==> config.mk <==
export PLATFORM = sky130hd
export DESIGN_NAME = aclink_frame_engine
export DESIGN_NICKNAME = d
export VERILOG_FILES = /design/src/rtl/aclink_pkg.sv /design/src/rtl/aclink_timing.sv /design/src/rtl/aclink_tx.sv /design/src/rtl/aclink_rx.sv /design/src/rtl/aclink_frame_engine.sv
export SDC_FILE = /design/constraint.sdc
export NUM_CORES = 1
export LEC_CHECK = 0
export BUFFER_PORTS_ARGS = -buffer_cell sky130_fd_sc_hd__buf_2
export CAP_MARGIN = 20
export CELL_PAD_IN_SITES_DETAIL_PLACEMENT = 2
export CELL_PAD_IN_SITES_GLOBAL_PLACEMENT = 2
export CORE_UTILIZATION = 37
export DETAILED_ROUTE_END_ITERATION = 7
export PLACE_DENSITY = 0.73
export SYNTH_ARGS = -nofsm -noshare
export SYNTH_HDL_FRONTEND = slang
export SYNTH_SLANG_ARGS = --single-unit
==> constraint.sdc <==
create_clock -name bit_clk -period 1.85 [get_ports bit_clk]
set_input_delay 0.37 -clock bit_clk [delete_from_list [all_inputs] [get_ports bit_clk]]
set_output_delay 0.37 -clock bit_clk [all_outputs]
set_load 0.05 [all_outputs]
==> src/rtl/aclink_pkg.sv <==
`timescale 1ns/1ps
package aclink_pkg;

    localparam int TAG_BITS      = 16;
    localparam int SLOT_BITS     = 20;
    localparam int DATA_SLOTS    = 12;
    localparam int CMD_ADDR_BITS = 7;
    localparam int CMD_DATA_BITS = 16;

    // total bit times in one frame
    function automatic int frame_len(input int tag_w, input int slot_w, input int nslot);
        return tag_w + slot_w * nslot;
    endfunction

    // index of the first (most significant) bit of data slot n, n counted from 1
    function automatic int slot_top(input int tag_w, input int slot_w, input int nslot, input int n);
        return frame_len(tag_w, slot_w, nslot) - 1 - tag_w - slot_w * (n - 1);
    endfunction

    // tag bit for slot n; n = 0 is the frame-valid / codec-ready bit
    function automatic int tag_pos(input int tag_w, input int n);
        return tag_w - 1 - n;
    endfunction

endpackage

==> src/rtl/aclink_timing.sv <==
`timescale 1ns/1ps
module aclink_timing #(
    parameter int TAG_W   = aclink_pkg::TAG_BITS,
    parameter int FRAME_W = 256
) (
    input  logic bit_clk,
    input  logic rst_n,
    input  logic pwr_down,
    output logic sync,
    output logic active,
    output logic frame_load,
    output logic frame_end
);
    localparam int CNT_W = $clog2(FRAME_W);
    localparam logic [CNT_W-1:0] LAST_BIT = CNT_W'(FRAME_W - 1);
    localparam logic [CNT_W-1:0] SYNC_LAST = CNT_W'(TAG_W - 1);

    typedef struct packed {
        logic [CNT_W-1:0] cnt;
        logic             active;
        logic             sync;
    } tim_t;

    tim_t tim_d, tim_q;

    always_comb begin
        frame_end  = tim_q.active && (tim_q.cnt == LAST_BIT);
        frame_load = !pwr_down && (!tim_q.active || frame_end);
        tim_d      = tim_q;
        if (pwr_down) begin
            tim_d = '0;
        end else if (frame_load) begin
            tim_d.cnt    = '0;
            tim_d.active = 1'b1;
            tim_d.sync   = 1'b1;
        end else begin
            tim_d.cnt  = tim_q.cnt + 1'b1;
            tim_d.sync = (tim_q.cnt < SYNC_LAST);
        end
    end

    always_ff @(posedge bit_clk or negedge rst_n) begin
        if (!rst_n) tim_q <= '0;
        else        tim_q <= tim_d;
    end

    assign sync   = tim_q.sync;
    assign active = tim_q.active;


    frame_wrap_chk: assert property (@(posedge bit_clk) disable iff (!rst_n)
        (frame_end && !pwr_down) |=> (sync && active && tim_q.cnt == '0));


    sync_len_chk: assert property (@(posedge bit_clk) disable iff (!rst_n)
        (active && $fell(sync)) |-> (tim_q.cnt == CNT_W'(TAG_W)));


    link_idle_chk: assert property (@(posedge bit_clk) disable iff (!rst_n)
        pwr_down |=> (!sync && !active));

endmodule

==> src/rtl/aclink_tx.sv <==
`timescale 1ns/1ps
module aclink_tx #(
    parameter int TAG_W  = aclink_pkg::TAG_BITS,
    parameter int SLOT_W = aclink_pkg::SLOT_BITS,
    parameter int NSLOT  = aclink_pkg::DATA_SLOTS,
    parameter int ADDR_W = aclink_pkg::CMD_ADDR_BITS,
    parameter int DATA_W = aclink_pkg::CMD_DATA_BITS
) (
    input  logic              bit_clk,
    input  logic              rst_n,
    input  logic              pwr_down,
    input  logic              load,
    input  logic              vra_en,
    input  logic              req_l,
    input  logic              req_r,
    input  logic              cmd_valid,
    input  logic              cmd_rd,
    input  logic [ADDR_W-1:0] cmd_addr,
    input  logic [DATA_W-1:0] cmd_data,
    input  logic              play_l_valid,
    input  logic [SLOT_W-1:0] play_l,
    input  logic              play_r_valid,
    input  logic [SLOT_W-1:0] play_r,
    output logic              sdata_out,
    output logic              cmd_taken,
    output logic              play_l_taken,
    output logic              play_r_taken
);
    import aclink_pkg::*;

    localparam int FRAME_W = frame_len(TAG_W, SLOT_W, NSLOT);
    localparam int S1_TOP  = slot_top(TAG_W, SLOT_W, NSLOT, 1);
    localparam int S2_TOP  = slot_top(TAG_W, SLOT_W, NSLOT, 2);
    localparam int S3_TOP  = slot_top(TAG_W, SLOT_W, NSLOT, 3);
    localparam int S4_TOP  = slot_top(TAG_W, SLOT_W, NSLOT, 4);
    localparam int CMD_PAD = SLOT_W - 1 - ADDR_W;
    localparam int DAT_PAD = SLOT_W - DATA_W;

    typedef struct packed {
        logic [FRAME_W-1:0] sh;
        logic               cmd_t;
        logic               l_t;
        logic               r_t;
    } tx_t;

    tx_t tx_d, tx_q;

    logic               send_cmd, send_wr, send_l, send_r;
    logic [TAG_W-1:0]   tag;
    logic [FRAME_W-1:0] frame;

    always_comb begin
        send_cmd = cmd_valid;
        send_wr  = cmd_valid && !cmd_rd;
        send_l   = play_l_valid && (!vra_en || req_l);
        send_r   = play_r_valid && (!vra_en || req_r);

        tag = '0;
        tag[tag_pos(TAG_W, 0)] = send_cmd || send_l || send_r;
        tag[tag_pos(TAG_W, 1)] = send_cmd;
        tag[tag_pos(TAG_W, 2)] = send_wr;
        tag[tag_pos(TAG_W, 3)] = send_l;
        tag[tag_pos(TAG_W, 4)] = send_r;

        frame = '0;
        frame[FRAME_W-1 -: TAG_W] = tag;
        if (send_cmd) frame[S1_TOP -: SLOT_W] = SLOT_W'({cmd_rd, cmd_addr}) << CMD_PAD;
        if (send_wr)  frame[S2_TOP -: SLOT_W] = SLOT_W'(cmd_data) << DAT_PAD;
        if (send_l)   frame[S3_TOP -: SLOT_W] = play_l;
        if (send_r)   frame[S4_TOP -: SLOT_W] = play_r;

        tx_d       = tx_q;
        tx_d.cmd_t = 1'b0;
        tx_d.l_t   = 1'b0;
        tx_d.r_t   = 1'b0;
        if (pwr_down) begin
            tx_d.sh = '0;
        end else if (load) begin
            tx_d.sh    = frame;
            tx_d.cmd_t = send_cmd;
            tx_d.l_t   = send_l;
            tx_d.r_t   = send_r;
        end else begin
            tx_d.sh = tx_q.sh << 1;
        end
    end

    always_ff @(posedge bit_clk or negedge rst_n) begin
        if (!rst_n) tx_q <= '0;
        else        tx_q <= tx_d;
    end

    assign sdata_out    = tx_q.sh[FRAME_W-1];
    assign cmd_taken    = tx_q.cmd_t;
    assign play_l_taken = tx_q.l_t;
    assign play_r_taken = tx_q.r_t;


    valid_bit_chk: assert property (@(posedge bit_clk) disable iff (!rst_n)
        (cmd_taken || play_l_taken || play_r_taken) |-> sdata_out);


    vra_left_chk: assert property (@(posedge bit_clk) disable iff (!rst_n)
        play_l_taken |-> (!$past(vra_en) || $past(req_l)));


    vra_right_chk: assert property (@(posedge bit_clk) disable iff (!rst_n)
        play_r_taken |-> (!$past(vra_en) || $past(req_r)));


    cmd_pulse_chk: assert property (@(posedge bit_clk) disable iff (!rst_n)
        cmd_taken |=> !cmd_taken);

endmodule

==> src/rtl/aclink_rx.sv <==
`timescale 1ns/1ps
module aclink_rx #(
    parameter int TAG_W  = aclink_pkg::TAG_BITS,
    parameter int SLOT_W = aclink_pkg::SLOT_BITS,
    parameter int NSLOT  = aclink_pkg::DATA_SLOTS,
    parameter int ADDR_W = aclink_pkg::CMD_ADDR_BITS,
    parameter int DATA_W = aclink_pkg::CMD_DATA_BITS
) (
    input  logic              bit_clk,
    input  logic              rst_n,
    input  logic              pwr_down,
    input  logic              active,
    input  logic              frame_end,
    input  logic              sdata_in,
    output logic              req_l,
    output logic              req_r,
    output logic              codec_ready,
    output logic              sts_valid,
    output logic [ADDR_W-1:0] sts_addr,
    output logic [DATA_W-1:0] sts_data,
    output logic              rec_l_valid,
    output logic [SLOT_W-1:0] rec_l,
    output logic              rec_r_valid,
    output logic [SLOT_W-1:0] rec_r
);
    import aclink_pkg::*;

    localparam int FRAME_W   = frame_len(TAG_W, SLOT_W, NSLOT);
    localparam int S1_TOP    = slot_top(TAG_W, SLOT_W, NSLOT, 1);
    localparam int S2_TOP    = slot_top(TAG_W, SLOT_W, NSLOT, 2);
    localparam int S3_TOP    = slot_top(TAG_W, SLOT_W, NSLOT, 3);
    localparam int S4_TOP    = slot_top(TAG_W, SLOT_W, NSLOT, 4);
    localparam int REQ_L_BIT = SLOT_W - 2 - ADDR_W;
    localparam int REQ_R_BIT = REQ_L_BIT - 1;

    typedef struct packed {
        logic [FRAME_W-2:0] sh;
        logic               ready;
        logic               sts_v;
        logic [ADDR_W-1:0]  sts_a;
        logic [DATA_W-1:0]  sts_d;
        logic               rl_v;
        logic [SLOT_W-1:0]  rl;
        logic               rr_v;
        logic [SLOT_W-1:0]  rr;
    } rx_t;

    rx_t  rx_d, rx_q;
    logic din_neg_q;

    logic [FRAME_W-1:0] full;
    logic [TAG_W-1:0]   tag;
    logic [SLOT_W-1:0]  s1, s2, s3, s4;

    // capture on the falling edge, half a bit time after the codec launched it
    always_ff @(negedge bit_clk or negedge rst_n) begin
        if (!rst_n) din_neg_q <= 1'b0;
        else        din_neg_q <= sdata_in;
    end

    always_comb begin
        full = {rx_q.sh, din_neg_q};
        tag  = full[FRAME_W-1 -: TAG_W];
        s1   = full[S1_TOP -: SLOT_W];
        s2   = full[S2_TOP -: SLOT_W];
        s3   = full[S3_TOP -: SLOT_W];
        s4   = full[S4_TOP -: SLOT_W];

        req_l = frame_end && !pwr_down && s1[REQ_L_BIT];
        req_r = frame_end && !pwr_down && s1[REQ_R_BIT];

        rx_d       = rx_q;
        rx_d.sts_v = 1'b0;
        rx_d.rl_v  = 1'b0;
        rx_d.rr_v  = 1'b0;
        if (pwr_down) begin
            rx_d.sh    = '0;
            rx_d.ready = 1'b0;
        end else if (active) begin
            rx_d.sh = full[FRAME_W-2:0];
            if (frame_end) begin
                rx_d.ready = tag[tag_pos(TAG_W, 0)];
                if (tag[tag_pos(TAG_W, 1)] && tag[tag_pos(TAG_W, 2)]) begin
                    rx_d.sts_v = 1'b1;
                    rx_d.sts_a = s1[SLOT_W-2 -: ADDR_W];
                    rx_d.sts_d = s2[SLOT_W-1 -: DATA_W];
                end
                if (tag[tag_pos(TAG_W, 3)]) begin
                    rx_d.rl_v = 1'b1;
                    rx_d.rl   = s3;
                end
                if (tag[tag_pos(TAG_W, 4)]) begin
                    rx_d.rr_v = 1'b1;
                    rx_d.rr   = s4;
                end
            end
        end
    end

    always_ff @(posedge bit_clk or negedge rst_n) begin
        if (!rst_n) rx_q <= '0;
        else        rx_q <= rx_d;
    end

    assign codec_ready = rx_q.ready;
    assign sts_valid   = rx_q.sts_v;
    assign sts_addr    = rx_q.sts_a;
    assign sts_data    = rx_q.sts_d;
    assign rec_l_valid = rx_q.rl_v;
    assign rec_l       = rx_q.rl;
    assign rec_r_valid = rx_q.rr_v;
    assign rec_r       = rx_q.rr;


    sts_pulse_chk: assert property (@(posedge bit_clk) disable iff (!rst_n)
        sts_valid |=> !sts_valid);


    rec_pulse_chk: assert property (@(posedge bit_clk) disable iff (!rst_n)
        (rec_l_valid || rec_r_valid) |=> (!rec_l_valid && !rec_r_valid));


    ready_clear_chk: assert property (@(posedge bit_clk) disable iff (!rst_n)
        pwr_down |=> !codec_ready);


    ready_hold_chk: assert property (@(posedge bit_clk) disable iff (!rst_n)
        (!$past(frame_end) && !$past(pwr_down)) |-> $stable(codec_ready));

endmodule

==> src/rtl/aclink_frame_engine.sv <==
`timescale 1ns/1ps
module aclink_frame_engine #(
    parameter int TAG_W  = aclink_pkg::TAG_BITS,
    parameter int SLOT_W = aclink_pkg::SLOT_BITS,
    parameter int NSLOT  = aclink_pkg::DATA_SLOTS,
    parameter int ADDR_W = aclink_pkg::CMD_ADDR_BITS,
    parameter int DATA_W = aclink_pkg::CMD_DATA_BITS
) (
    input  logic              bit_clk,
    input  logic              rst_n,
    input  logic              pwr_down,
    input  logic              vra_en,
    input  logic              cmd_valid,
    input  logic              cmd_rd,
    input  logic [ADDR_W-1:0] cmd_addr,
    input  logic [DATA_W-1:0] cmd_data,
    output logic              cmd_taken,
    input  logic              play_l_valid,
    input  logic [SLOT_W-1:0] play_l,
    output logic              play_l_taken,
    input  logic              play_r_valid,
    input  logic [SLOT_W-1:0] play_r,
    output logic              play_r_taken,
    output logic              sync,
    output logic              sdata_out,
    input  logic              sdata_in,
    output logic              codec_ready,
    output logic              sts_valid,
    output logic [ADDR_W-1:0] sts_addr,
    output logic [DATA_W-1:0] sts_data,
    output logic              rec_l_valid,
    output logic [SLOT_W-1:0] rec_l,
    output logic              rec_r_valid,
    output logic [SLOT_W-1:0] rec_r
);
    localparam int FRAME_W = aclink_pkg::frame_len(TAG_W, SLOT_W, NSLOT);

    logic active, frame_load, frame_end;
    logic req_l, req_r;

    aclink_timing #(.TAG_W(TAG_W), .FRAME_W(FRAME_W)) i_timing (
        .bit_clk    (bit_clk),
        .rst_n      (rst_n),
        .pwr_down   (pwr_down),
        .sync       (sync),
        .active     (active),
        .frame_load (frame_load),
        .frame_end  (frame_end)
    );

    aclink_tx #(.TAG_W(TAG_W), .SLOT_W(SLOT_W), .NSLOT(NSLOT),
                .ADDR_W(ADDR_W), .DATA_W(DATA_W)) i_tx (
        .bit_clk      (bit_clk),
        .rst_n        (rst_n),
        .pwr_down     (pwr_down),
        .load         (frame_load),
        .vra_en       (vra_en),
        .req_l        (req_l),
        .req_r        (req_r),
        .cmd_valid    (cmd_valid),
        .cmd_rd       (cmd_rd),
        .cmd_addr     (cmd_addr),
        .cmd_data     (cmd_data),
        .play_l_valid (play_l_valid),
        .play_l       (play_l),
        .play_r_valid (play_r_valid),
        .play_r       (play_r),
        .sdata_out    (sdata_out),
        .cmd_taken    (cmd_taken),
        .play_l_taken (play_l_taken),
        .play_r_taken (play_r_taken)
    );

    aclink_rx #(.TAG_W(TAG_W), .SLOT_W(SLOT_W), .NSLOT(NSLOT),
                .ADDR_W(ADDR_W), .DATA_W(DATA_W)) i_rx (
        .bit_clk     (bit_clk),
        .rst_n       (rst_n),
        .pwr_down    (pwr_down),
        .active      (active),
        .frame_end   (frame_end),
        .sdata_in    (sdata_in),
        .req_l       (req_l),
        .req_r       (req_r),
        .codec_ready (codec_ready),
        .sts_valid   (sts_valid),
        .sts_addr    (sts_addr),
        .sts_data    (sts_data),
        .rec_l_valid (rec_l_valid),
        .rec_l       (rec_l),
        .rec_r_valid (rec_r_valid),
        .rec_r       (rec_r)
    );


    quiet_reset_chk: assert property (@(posedge bit_clk) disable iff (!rst_n)
        $rose(sync) |-> active);

endmodule

==> results of run 1 <==
## final timing paths
path	startpoint	slack [ns]	cells after the start	to
max	i_timing.tim_q[2]$_DFF_PN0_	-0.004	7	i_rx.sts_data[10]$_DFFE_PN0P_
min	cmd_addr[6]	0.03	2	i_tx.tx_q[241]$_DFF_PN0_
max reg2reg	i_timing.tim_q[2]$_DFF_PN0_	-0.004	7	i_rx.sts_data[10]$_DFFE_PN0P_
min reg2reg	i_tx.tx_q[245]$_DFF_PN0_	0.45	1	i_tx.tx_q[246]$_DFF_PN0_
max in group asynchronous	rst_n	0.55	2	i_rx.din_neg_q$_DFF_NN0_
min in group asynchronous	rst_n	0.26	2	i_rx.sts_addr[3]$_DFFE_PN0P_
## layout make-up
type	count	share of cell area (%)
clock buffer	75	7.08
clock inverter	11	0.673
inverter	5	0.0926
multi-input combinational	723	26.8
sequential	432	53.4
tap	592	3.66
timing repair buffer	224	8.28
## per-layer routing
| layer | wire length, um | vias up |
|---|---|---|
| li1 | - | 4602 |
| met1 | 16300 | 5263 |
| met2 | 20200 | 145 |
| met3 | 1430 | 56 |
| met4 | 902 | 0 |
| met5 | 0 | - |
## cells by family after synthesis
logic type	synth area share [%]
adders and majority gates	0.0756
and+or+nand+nor	8.18
DFF	65.3
xor gates and xnor gates	0.318
AOI/OAI and AO/OA	3.89
muxes	19.8
buffers and inverters	2.46
## cell usage after synthesis
| cell | count | share of area (%) |
|---|---|---|
| a31oi_1 | 2 | 0.076 |
| dfrtp_1 | 431 | 65 |
| clkbuf_1 | 28 | 0.64 |
| buf_2 | 40 | 1.2 |
| o21ai_0 | 2 | 0.060 |
| xnor2_1 | 3 | 0.16 |
| buf_4 | 2 | 0.091 |
| nor2b_1 | 1 | 0.038 |
| nand3_1 | 5 | 0.15 |
| and3_1 | 1 | 0.038 |
| nor2_1 | 265 | 6.0 |
| xor2_1 | 3 | 0.16 |
| a21oi_2 | 1 | 0.053 |
| ha_1 | 1 | 0.076 |
| nor3_2 | 3 | 0.18 |
| dfrtn_1 | 1 | 0.15 |
| and4_1 | 2 | 0.11 |
| nor3_1 | 1 | 0.030 |
| mux2_1 | 19 | 1.3 |
| and2_1 | 29 | 1.1 |
| nand3_2 | 1 | 0.060 |
| a21oi_1 | 1 | 0.030 |
| a21o_1 | 5 | 0.23 |
| buf_1 | 7 | 0.16 |
| mux2i_1 | 256 | 15 |
| mux2_2 | 44 | 3.0 |
| inv_2 | 1 | 0.023 |
| nor2_4 | 1 | 0.068 |
| o31ai_1 | 1 | 0.045 |
| nand2_1 | 7 | 0.16 |
| nor4_4 | 1 | 0.13 |
| a22o_1 | 63 | 3.3 |
| buf_6 | 1 | 0.068 |
| nor4_1 | 1 | 0.038 |
| buf_8 | 2 | 0.18 |
| nand4_1 | 1 | 0.038 |
| inv_1 | 4 | 0.091 |
| a21bo_2 | 1 | 0.060 |
| nor2_2 | 1 | 0.038 |
## flip-flops by register name, summed over array words and instances, names as in the netlist, 7 cells and up
register / flops
i_rx.full: 255
i_tx.tx_q: 95
i_rx.rec_l: 20
i_rx.rec_r: 20
i_rx.sts_data: 16
i_timing.tim_q: 8
i_rx.sts_addr: 7
## worst register-to-register path: cells and delay by family, from the launching register on
kind                     cells  cell delay [ns]
multiplexers                 1             0.30
adder cells (fa/ha/maj)      1             0.19
flip-flops                   1             0.42
buffers and inverters        2             0.25
AND/OR/NAND/NOR              3             0.56
## report_power, final
part / internal, W / switching (W) / total [W]
sequential: 0.00950 / 0.0000243 / 0.00953
clock: 0.00572 / 0.00378 / 0.00950
combinational: 0.000340 / 0.000580 / 0.000920
total: 0.0156 / 0.00438 / 0.0199
## per-stage QoR
stage | util [%] | hold slack, ns | instances
floorplan | - | 0.0744 | 1239
global placement | 41.1 | 0.227 | 1932
detailed placement | 41.1 | 0.227 | 1932
CTS | 45.8 | 0.000785 | 2061
global route | 45.9 | 0.0179 | 2062
finish | 45.9 | 0.0301 | 2062
## what timing repair did
action                     4_1_cts  5_1_grt
setup endpoints to repair       97       40
setup buffers                   10        3
hold buffers                    30        0
hold endpoints to repair       145        0
gates resized for setup         10       18
pin swaps                        5        3
gates cloned                     3        0
## cell usage in the layout (no fill, tap or decap), types with 2 or more instances in the layout
master / instances
buf_4: 29
a21o_1: 5
clkinv_2: 6
mux2_2: 42
nand3_1: 4
a31oi_1: 2
nor2_1: 265
clkbuf_1: 15
mux2_4: 11
buf_12: 18
mux2i_1: 256
inv_1: 4
dlygate4sd3_1: 30
dfrtp_1: 429
a22o_1: 63
nand2_1: 7
buf_2: 141
xor2_1: 3
mux2_1: 10
buf_8: 2
nor2_4: 2
o21ai_0: 2
xnor2_1: 3
buf_6: 2
clkbuf_8: 12
clkbuf_16: 49
bufinv_16: 3
nor3_4: 2
and2_1: 29
==> impl_metrics.json, run 1 <==
{
  "fmax_ghz": 0.539,
  "tritoncts_num_sinks": 432,
  "cts-root-buf": "clkbuf_16",
  "netlist_instances": 1239,
  "drv_cap": 0,
  "slew_headroom_pct": 50.9,
  "use_met1_pct": 21.6,
  "arrival_ns": 2.30,
  "multiInputGateArea_um2": 5440,
  "cts_tree": "yes",
  "final_area_um2": 20300,
  "outcome": "complete, but fails checks",
  "tns_ns": -0.00939,
  "core_area_um2": 44100,
  "cts_made_buffers": 48,
  "use_met2_pct": 31.0,
  "cts.htree.levels": 2,
  "n_antenna_cell": 0,
  "yosys.cell_types.count": 39,
  "path_class": "flop to flop",
  "ir_worst_vdd_uv": 746,
  "grt_pass1_wl_um": 63100,
  "worst_pin_slew_ns": 0.737,
  "wl_per_cell_um": 18.8,
  "drive_above_1_share_pct": 22.8,
  "dpl_cell_area_um2": 18100,
  "hpwl_um": 22200,
  "routed_via_density": 4.88,
  "syn_nets": 1312,
  "track_usage_pct": 17.6,
  "ant_nets": 0,
  "cts_max_path_buffers": 3,
  "hold_violations": 0,
  "syn_area_per_cell_um2": 13.4,
  "drt-total-wl_um": 38900,
  "syn_to_final_growth_pct": 22.4,
  "clk_pin_slew_ns": 0.06,
  "grt_start_max_net_pins": 118,
  "dr_total_vias": 10100,
  "fin_crit_sh_pct": 100,
  "top_usage_layer": "met2",
  "grt_use_met3_pct": 3.43,
  "rsz0062_at_grt": "true",
  "yosys_register_bits": 432,
  "min_path_type": "input port to flop",
  "dr.pass1.iters": 5,
  "clkLatencyLatePin_ns": 0.56,
  "required_ns": 2.29,
  "initial_core_util_pct": 37.5,
  "antenna_found_initial": 0,
  "violations": "setup timing",
  "synth_warnings": 0,
  "preCtsSetupSlack_ns": -0.0916,
  "drv_slew": 0,
  "io_pins": 144,
  "drc_errors": 0,
  "critPathSlowestCell": "dfrtp_1",
  "synth.yosys.seq_area_share_pct": 65.3,
  "setup_viol": 4,
  "gp_congestion": 0.712,
  "critPathMaxFanout": 6,
  "dieArea_um2": 45600,
  "critPathCaptureType": "flop",
  "slowest_delay_ns": 0.42,
  "regArea_um2": 10800,
  "fin_ws_ns": -0.00384,
  "drt_iter0_drc": 415,
  "synth_area_um2": 16600,
  "skew_ns": 0.0120,
  "grt-ovfl-total": 0,
  "crit_buf_inv": 2,
  "critical_path.top_delay_family": "simple AND/OR/NAND/NOR gates",
  "crit_chain": "ha_4 > nand3_4 > nor2_4 > and4_4 > buf_12 > buf_16 > mux2_4",
  "startpoint_type": "flop",
  "port_buffers": 143,
  "rows": 77,
  "nFillCells": 4349,
  "p_per_area_nw_per_um2": 984,
  "cellLeakagePower_nw": 10.7,
  "fin_crit_ns": 1.85,
  "nNetsFinal": 1507,
  "die_w_um": 214,
  "die_y_um": 214,
  "grt_pass1_vias": 11600,
  "p_total_w": 0.0199
}
(Power assumes the default switching activity.)
==> run 2, diff against run 1 <==
--- a/config.mk
+++ b/config.mk
@@ -9,9 +9,10 @@
 export CAP_MARGIN = 20
 export CELL_PAD_IN_SITES_DETAIL_PLACEMENT = 2
 export CELL_PAD_IN_SITES_GLOBAL_PLACEMENT = 2
-export CORE_UTILIZATION = 37
+export CORE_UTILIZATION = 45
 export DETAILED_ROUTE_END_ITERATION = 7
-export PLACE_DENSITY = 0.73
+export PLACE_DENSITY = 0.84
+export SETUP_SLACK_MARGIN = 0.2
 export SYNTH_ARGS = -nofsm -noshare
 export SYNTH_HDL_FRONTEND = slang
 export SYNTH_SLANG_ARGS = --single-unit
==> constraint.sdc (replaced) <==
create_clock -name bit_clk -period 2.2 [get_ports bit_clk]
set_input_delay 0.44 -clock bit_clk [delete_from_list [all_inputs] [get_ports bit_clk]]
set_output_delay 0.44 -clock bit_clk [all_outputs]
set_load 0.05 [all_outputs]
==> impl_metrics.json, run 2 (synthesized netlist as in run 1, its figures left out) <==
{
  "io_pins": 144,
  "cts_made_buffers": 45,
  "clk_pin_slew_ns": 0.07,
  "grt_start_max_net_pins": 196,
  "grt_pass1_vias": 12000,
  "drt-total-wl_um": 44500,
  "dr_total_vias": 10000,
  "worst_pin_slew_ns": 0.857,
  "wl_per_cell_um": 23.9,
  "final_common_cell": "dfrtp_1",
  "n_antenna_cell": 0,
  "cts_max_path_buffers": 3,
  "outcome": "finished, final reports clean",
  "grt_pass1_wl_um": 71500,
  "ir_worst_vdd_uv": 651,
  "rows": 69,
  "startpoint_type": "flop",
  "syn_to_final_growth_pct": 16.7,
  "r2r_setup_slack_ns": 0.27,
  "drv_slew": 0,
  "fmax_ghz": 0.519,
  "largest_reg_flops": 255,
  "port_buffers": 143,
  "routed_via_density": 5.38,
  "fin_crit_ns": 1.93,
  "cts.htree.levels": 2,
  "min-delay-start": "play_r[11]",
  "rsz0062_at_grt": "false",
  "layout_common_cells": "dfrtp_1, nor2_1, mux2i_1, buf_2, a22o_1",
  "reg2regPathDepth": 5,
  "ant_nets": 0,
  "p_total_w": 0.0163,
  "die_y_um": 194,
  "hold_violations": 0,
  "drv_cap": 0,
  "critPathMaxFanout": 12,
  "fin_crit_sh_pct": 87.5,
  "drt_iter0_drc": 476,
  "slew_headroom_pct": 42.8,
  "critPathCaptureType": "flop",
  "clkLatencyLatePin_ns": 0.58,
  "cellLeakagePower_nw": 10.3,
  "nFillCells": 3325,
  "dr.pass1.iters": 4,
  "setup_viol": 0,
  "drive_above_1_share_pct": 20.8,
  "drc_errors": 0,
  "hold_path_depth": 2,
  "hpwl_um": 23100,
  "required_ns": 2.64,
  "dieArea_um2": 37600,
  "holdPathEnd": "i_tx.tx_q[174]$_DFF_PN0_",
  "path_class": "flop to flop",
  "die_w_um": 194,
  "gp_congestion": 0.725,
  "min_path_type": "input port to flop",
  "timing.hold.ws_ns": 0.0832,
  "cts-root-buf": "clkbuf_16",
  "tritoncts_num_sinks": 432,
  "timing.rr.end": "i_rx.sts_data[6]$_DFFE_PN0P_",
  "grt-ovfl-total": 0,
  "rr_startpoint": "i_timing.tim_q[6]$_DFF_PN0_",
  "cts_tree": "yes",
  "p_per_area_nw_per_um2": 846,
  "track_usage_pct": 24.5,
  "core_area_um2": 35900,
  "nNetsFinal": 1448,
  "arrival_ns": 2.36,
  "initial_core_util_pct": 46.1,
  "antenna_found_initial": 1,
  "skew_ns": 0.0357
}
run 2: cell count changes in the layout (fill, tap and decap cells not counted), moves of 3 or more:
cell           change
mux2_4            -11
buf_12             -8
clkbuf_16          -3
buf_4             -15
dlygate4sd3_1     -29
clkbuf_1           -4
mux2_1             +9
run 2: timing repair:
action	CTS	global route
pin swaps	2	1
resized for setup	6	2
endpoints found under the setup margin	76	11
hold endpoints to repair	15	0
hold buffers	1	0
buffers inserted	2	1
cloned	1	0
run 2: report_power, final:
| part | switching, W | internal [W] | total [W] |
|---|---|---|---|
| registers | 0.0000231 | 0.00799 | 0.00801 |
| clock network | 0.00325 | 0.00438 | 0.00763 |
| logic | 0.000471 | 0.000218 | 0.000689 |
| total | 0.00374 | 0.0126 | 0.0163 |
run 2: final cells by class:
| cell class | count | area [um^2] | share of cell area [%] |
|---|---|---|---|
| multi-input combinational | 722 | 5380 | 27.8 |
| clock inverter | 7 | 73.8 | 0.382 |
| clock buffer | 70 | 1370 | 7.10 |
| inverter | 5 | 18.8 | 0.0972 |
| tap | 461 | 577 | 2.99 |
| timing repair buffer | 169 | 1080 | 5.60 |
| sequential | 432 | 10800 | 56.0 |
run 2: how the worst max path moves through the flow:
| stage | from | end | slack (ns) | depth (start not counted) |
|---|---|---|---|---|
| 3_3_place_gp | i_timing.tim_q[2]$_DFF_PN0_ | i_tx.tx_q[208]$_DFF_PN0_ | 0.23 | 5 |
| 4_1_cts | i_timing.tim_q[3]$_DFF_PN0_ | i_rx.sts_data[15]$_DFFE_PN0P_ | 0.21 | 6 |
| 3_5_place_dp | i_timing.tim_q[2]$_DFF_PN0_ | i_tx.tx_q[222]$_DFF_PN0_ | -0.05 | 5 |
| 6_report | i_timing.tim_q[6]$_DFF_PN0_ | i_rx.sts_data[6]$_DFFE_PN0P_ | 0.27 | 5 |
| 5_1_grt | i_timing.tim_q[6]$_DFF_PN0_ | i_rx.sts_data[13]$_DFFE_PN0P_ | 0.21 | 5 |
| 2_1_floorplan | i_timing.tim_q[2]$_DFF_PN0_ | i_rx.sts_data[10]$_DFFE_PN0P_ | 0.41 | 7 |
run 2: metal layers:
layer | part of all wire [%] | vias to the layer above | wire length [um] | GRT usage [%]
li1 | - | 4465 | - | -
met1 | 40 | 5316 | 17700 | 28.7
met2 | 55 | 186 | 24400 | 45.8
met3 | 3.5 | 65 | 1550 | 4.57
met4 | 1.9 | 0 | 836 | 5.99
met5 | 0 | - | 0 | 0
run 2: metrics by stage:
stage / TNS [ns] / std cells / area [um^2] / util (%) / worst slack [ns]
finish: 0 / 1866 / 19300 / 53.8 / 0.274
global route: 0 / 1866 / 19300 / 53.8 / 0.213
detailed placement: -0.108 / 1784 / 17800 / 49.4 / -0.0459
CTS: 0 / 1865 / 19300 / 53.7 / 0.214
global placement: 0 / 1784 / 17800 / 49.4 / 0.234
floorplan: 0 / 1239 / 16600 / - / 0.415
run 2: worst max-delay path, cell delays in order, from the launching register on:
cell       delay, ns
dfrtp_1         0.45
nand4_1         0.21
nor2_4          0.18
and4_4          0.29
bufbuf_16       0.30
mux2_1          0.33
==> run 3, diff against run 2 <==
--- a/config.mk
+++ b/config.mk
@@ -6,12 +6,12 @@
 export NUM_CORES = 1
 export LEC_CHECK = 0
 export BUFFER_PORTS_ARGS = -buffer_cell sky130_fd_sc_hd__buf_2
-export CAP_MARGIN = 20
+export CAP_MARGIN = 5
 export CELL_PAD_IN_SITES_DETAIL_PLACEMENT = 2
 export CELL_PAD_IN_SITES_GLOBAL_PLACEMENT = 2
-export CORE_UTILIZATION = 45
+export CORE_UTILIZATION = 42
 export DETAILED_ROUTE_END_ITERATION = 7
-export PLACE_DENSITY = 0.84
+export PLACE_DENSITY = 0.79
 export SETUP_SLACK_MARGIN = 0.2
 export SYNTH_ARGS = -nofsm -noshare
 export SYNTH_HDL_FRONTEND = slang
==> constraint.sdc (replaced) <==
create_clock -name bit_clk -period 1.9 [get_ports bit_clk]
set_input_delay 0.38 -clock bit_clk [delete_from_list [all_inputs] [get_ports bit_clk]]
set_output_delay 0.38 -clock bit_clk [all_outputs]
set_load 0.05 [all_outputs]
==> impl_metrics.json, run 3 (synthesized netlist as in run 1, its figures left out) <==
{
  "rsz0062_at_grt": "true",
  "dr.pass1.iters": 4,
  "cts_max_path_buffers": 3,
  "min-delay-start": "play_l[10]",
  "layout.cells.non_filler": 1977,
  "rows": 72,
  "startpoint_type": "flop",
  "grt-ovfl-total": 0,
  "final_common_cell": "dfrtp_1",
  "antenna_found_initial": 2,
  "preCtsSetupSlack_ns": 0.00328,
  "ir_worst_vdd_uv": 768,
  "min_path_type": "input port to flop",
  "use_met1_pct": 25.7,
  "port_buffers": 143,
  "setup_viol": 16,
  "drv_slew": 0,
  "critPathCaptureType": "flop",
  "crit_chain": "ha_4 > nand3_4 > nor2_4 > buf_6 > buf_6 > nor2_4 > buf_6 > buf_6 > buf_16 > a22o_1",
  "nNetsFinal": 1494,
  "worst_pin_slew_ns": 0.776,
  "fmax_ghz": 0.515,
  "fin_crit_ns": 1.94,
  "hold_violations": 0,
  "slew_headroom_pct": 48.3,
  "core_area_um2": 38700,
  "grt_pass1_wl_um": 70000,
  "grt_pass1_vias": 12100,
  "slowest_delay_ns": 0.42,
  "path_class": "flop to flop",
  "critPathMaxFanout": 6,
  "drive_above_1_share_pct": 27.2,
  "gp_congestion": 0.704,
  "io_pins": 144,
  "cellLeakagePower_nw": 10.8,
  "utilization_pct": 52.9,
  "skew_ns": 0.0312,
  "critPathSlowestCell": "dfrtp_1",
  "clk_pin_slew_ns": 0.09,
  "cts.htree.levels": 2,
  "rr_startpoint": "i_timing.tim_q[2]$_DFF_PN0_",
  "required_ns": 2.41,
  "tritoncts_num_sinks": 432,
  "violations": "setup timing",
  "wl_per_cell_um": 27.0,
  "critPathMostFrequentCell": "buf_6",
  "fin_ws_ns": -0.0420,
  "track_usage_pct": 22.2,
  "cts_made_buffers": 46,
  "routed_via_density": 5.39,
  "dieArea_um2": 40200,
  "grt_start_max_net_pins": 130,
  "dp_cells": 1849,
  "fin_crit_sh_pct": 102,
  "dr_total_vias": 10700,
  "largest_reg_flops": 255,
  "arrival_ns": 2.45,
  "ant_nets": 0,
  "drv_cap": 0,
  "p_per_area_nw_per_um2": 984,
  "syn_to_final_growth_pct": 23.8,
  "cts-root-buf": "clkbuf_16",
  "use_met2_pct": 41.6,
  "top_usage_layer": "met2",
  "cts_tree": "yes",
  "layout_common_cells": "dfrtp_1, nor2_1, mux2i_1, buf_2, a22o_1",
  "drt-total-wl_um": 53300,
  "drt_iter0_drc": 588,
  "outcome": "complete, but fails checks",
  "initial_core_util_pct": 42.7,
  "grt_use_met3_pct": 3.69,
  "hpwl_um": 22800,
  "clkLatencyLatePin_ns": 0.59,
  "crit_path_start": "i_timing.tim_q[2]$_DFF_PN0_",
  "die_w_um": 201,
  "die_y_um": 201,
  "drc_errors": 0
}
run 3: where the power goes:
group          switching (W)  total, W  leakage [nW]  internal, W
logic               0.000646   0.00101          3.99     0.000365
clock network        0.00411   0.00986         0.785      0.00575
registers          0.0000325   0.00928          6.01      0.00925
run 3: path summary, 6_finish.rpt:
check                                                   end  slack (ns)  depth (start not counted)
worst max-delay path               i_tx.tx_q[201]$_DFF_PN0_       -0.04                         10
worst min-delay path               i_tx.tx_q[193]$_DFF_PN0_        0.01                          2
worst max register to register     i_tx.tx_q[201]$_DFF_PN0_       -0.04                         10
worst min register to register     i_tx.tx_q[255]$_DFF_PN0_        0.48                          1
max in group asynchronous       i_timing.tim_q[8]$_DFF_PN0_        0.57                          4
min in group asynchronous         i_rx.full[16]$_DFFE_PN0P_        0.25                          2
run 3: area by class of cell:
cell class	count	area, um^2
diodes	1	2.50
clock buffers	62	1280
well taps	518	648
inverters	5	18.8
repair buffers	214	1820
fillers	3574	18300
multi-input cells	722	5560
clock inverters	23	335
flip-flops and latches	432	10800
run 3: metal layers:
metal	vias to the layer above	part of all wire, %	routed length [um]
met3	112	3.4	1840
met5	-	0	0
li1	4581	-	-
met4	0	3.6	1900
met1	5721	39	20700
met2	242	54	28900
run 3: what timing repair did:
item,4_1_cts,5_1_grt
cloned,5,13
setup buffers,11,12
endpoints found under the setup margin,93,174
hold buffers,1,0
pin swaps,4,82
resized for setup,33,54
endpoints found under the hold margin,70,0
run 3: through the flow:
stage / TNS [ns] / hold slack [ns] / total power (W) / area [um^2]
after floorplan: 0 / 0.0844 / 0.00985 / 16600
after global placement: 0 / 0.234 / 0.0102 / 18000
after detailed placement: 0 / 0.236 / 0.0103 / 18000
after CTS: 0 / 0.00282 / 0.0200 / 19900
after global routing: -1.48 / 0.00999 / 0.0207 / 20500
final: -0.263 / 0.0136 / 0.0201 / 20500
run 3: critical path, delay by kind of cell, from the launching register on:
family / cells / cell delay, ns
buffers and inverters: 5 / 0.63
AND/OR/NAND/NOR: 3 / 0.40
flip-flops: 1 / 0.42
AO/OA/AOI/OAI: 1 / 0.21
adder cells (fa/ha/maj): 1 / 0.20
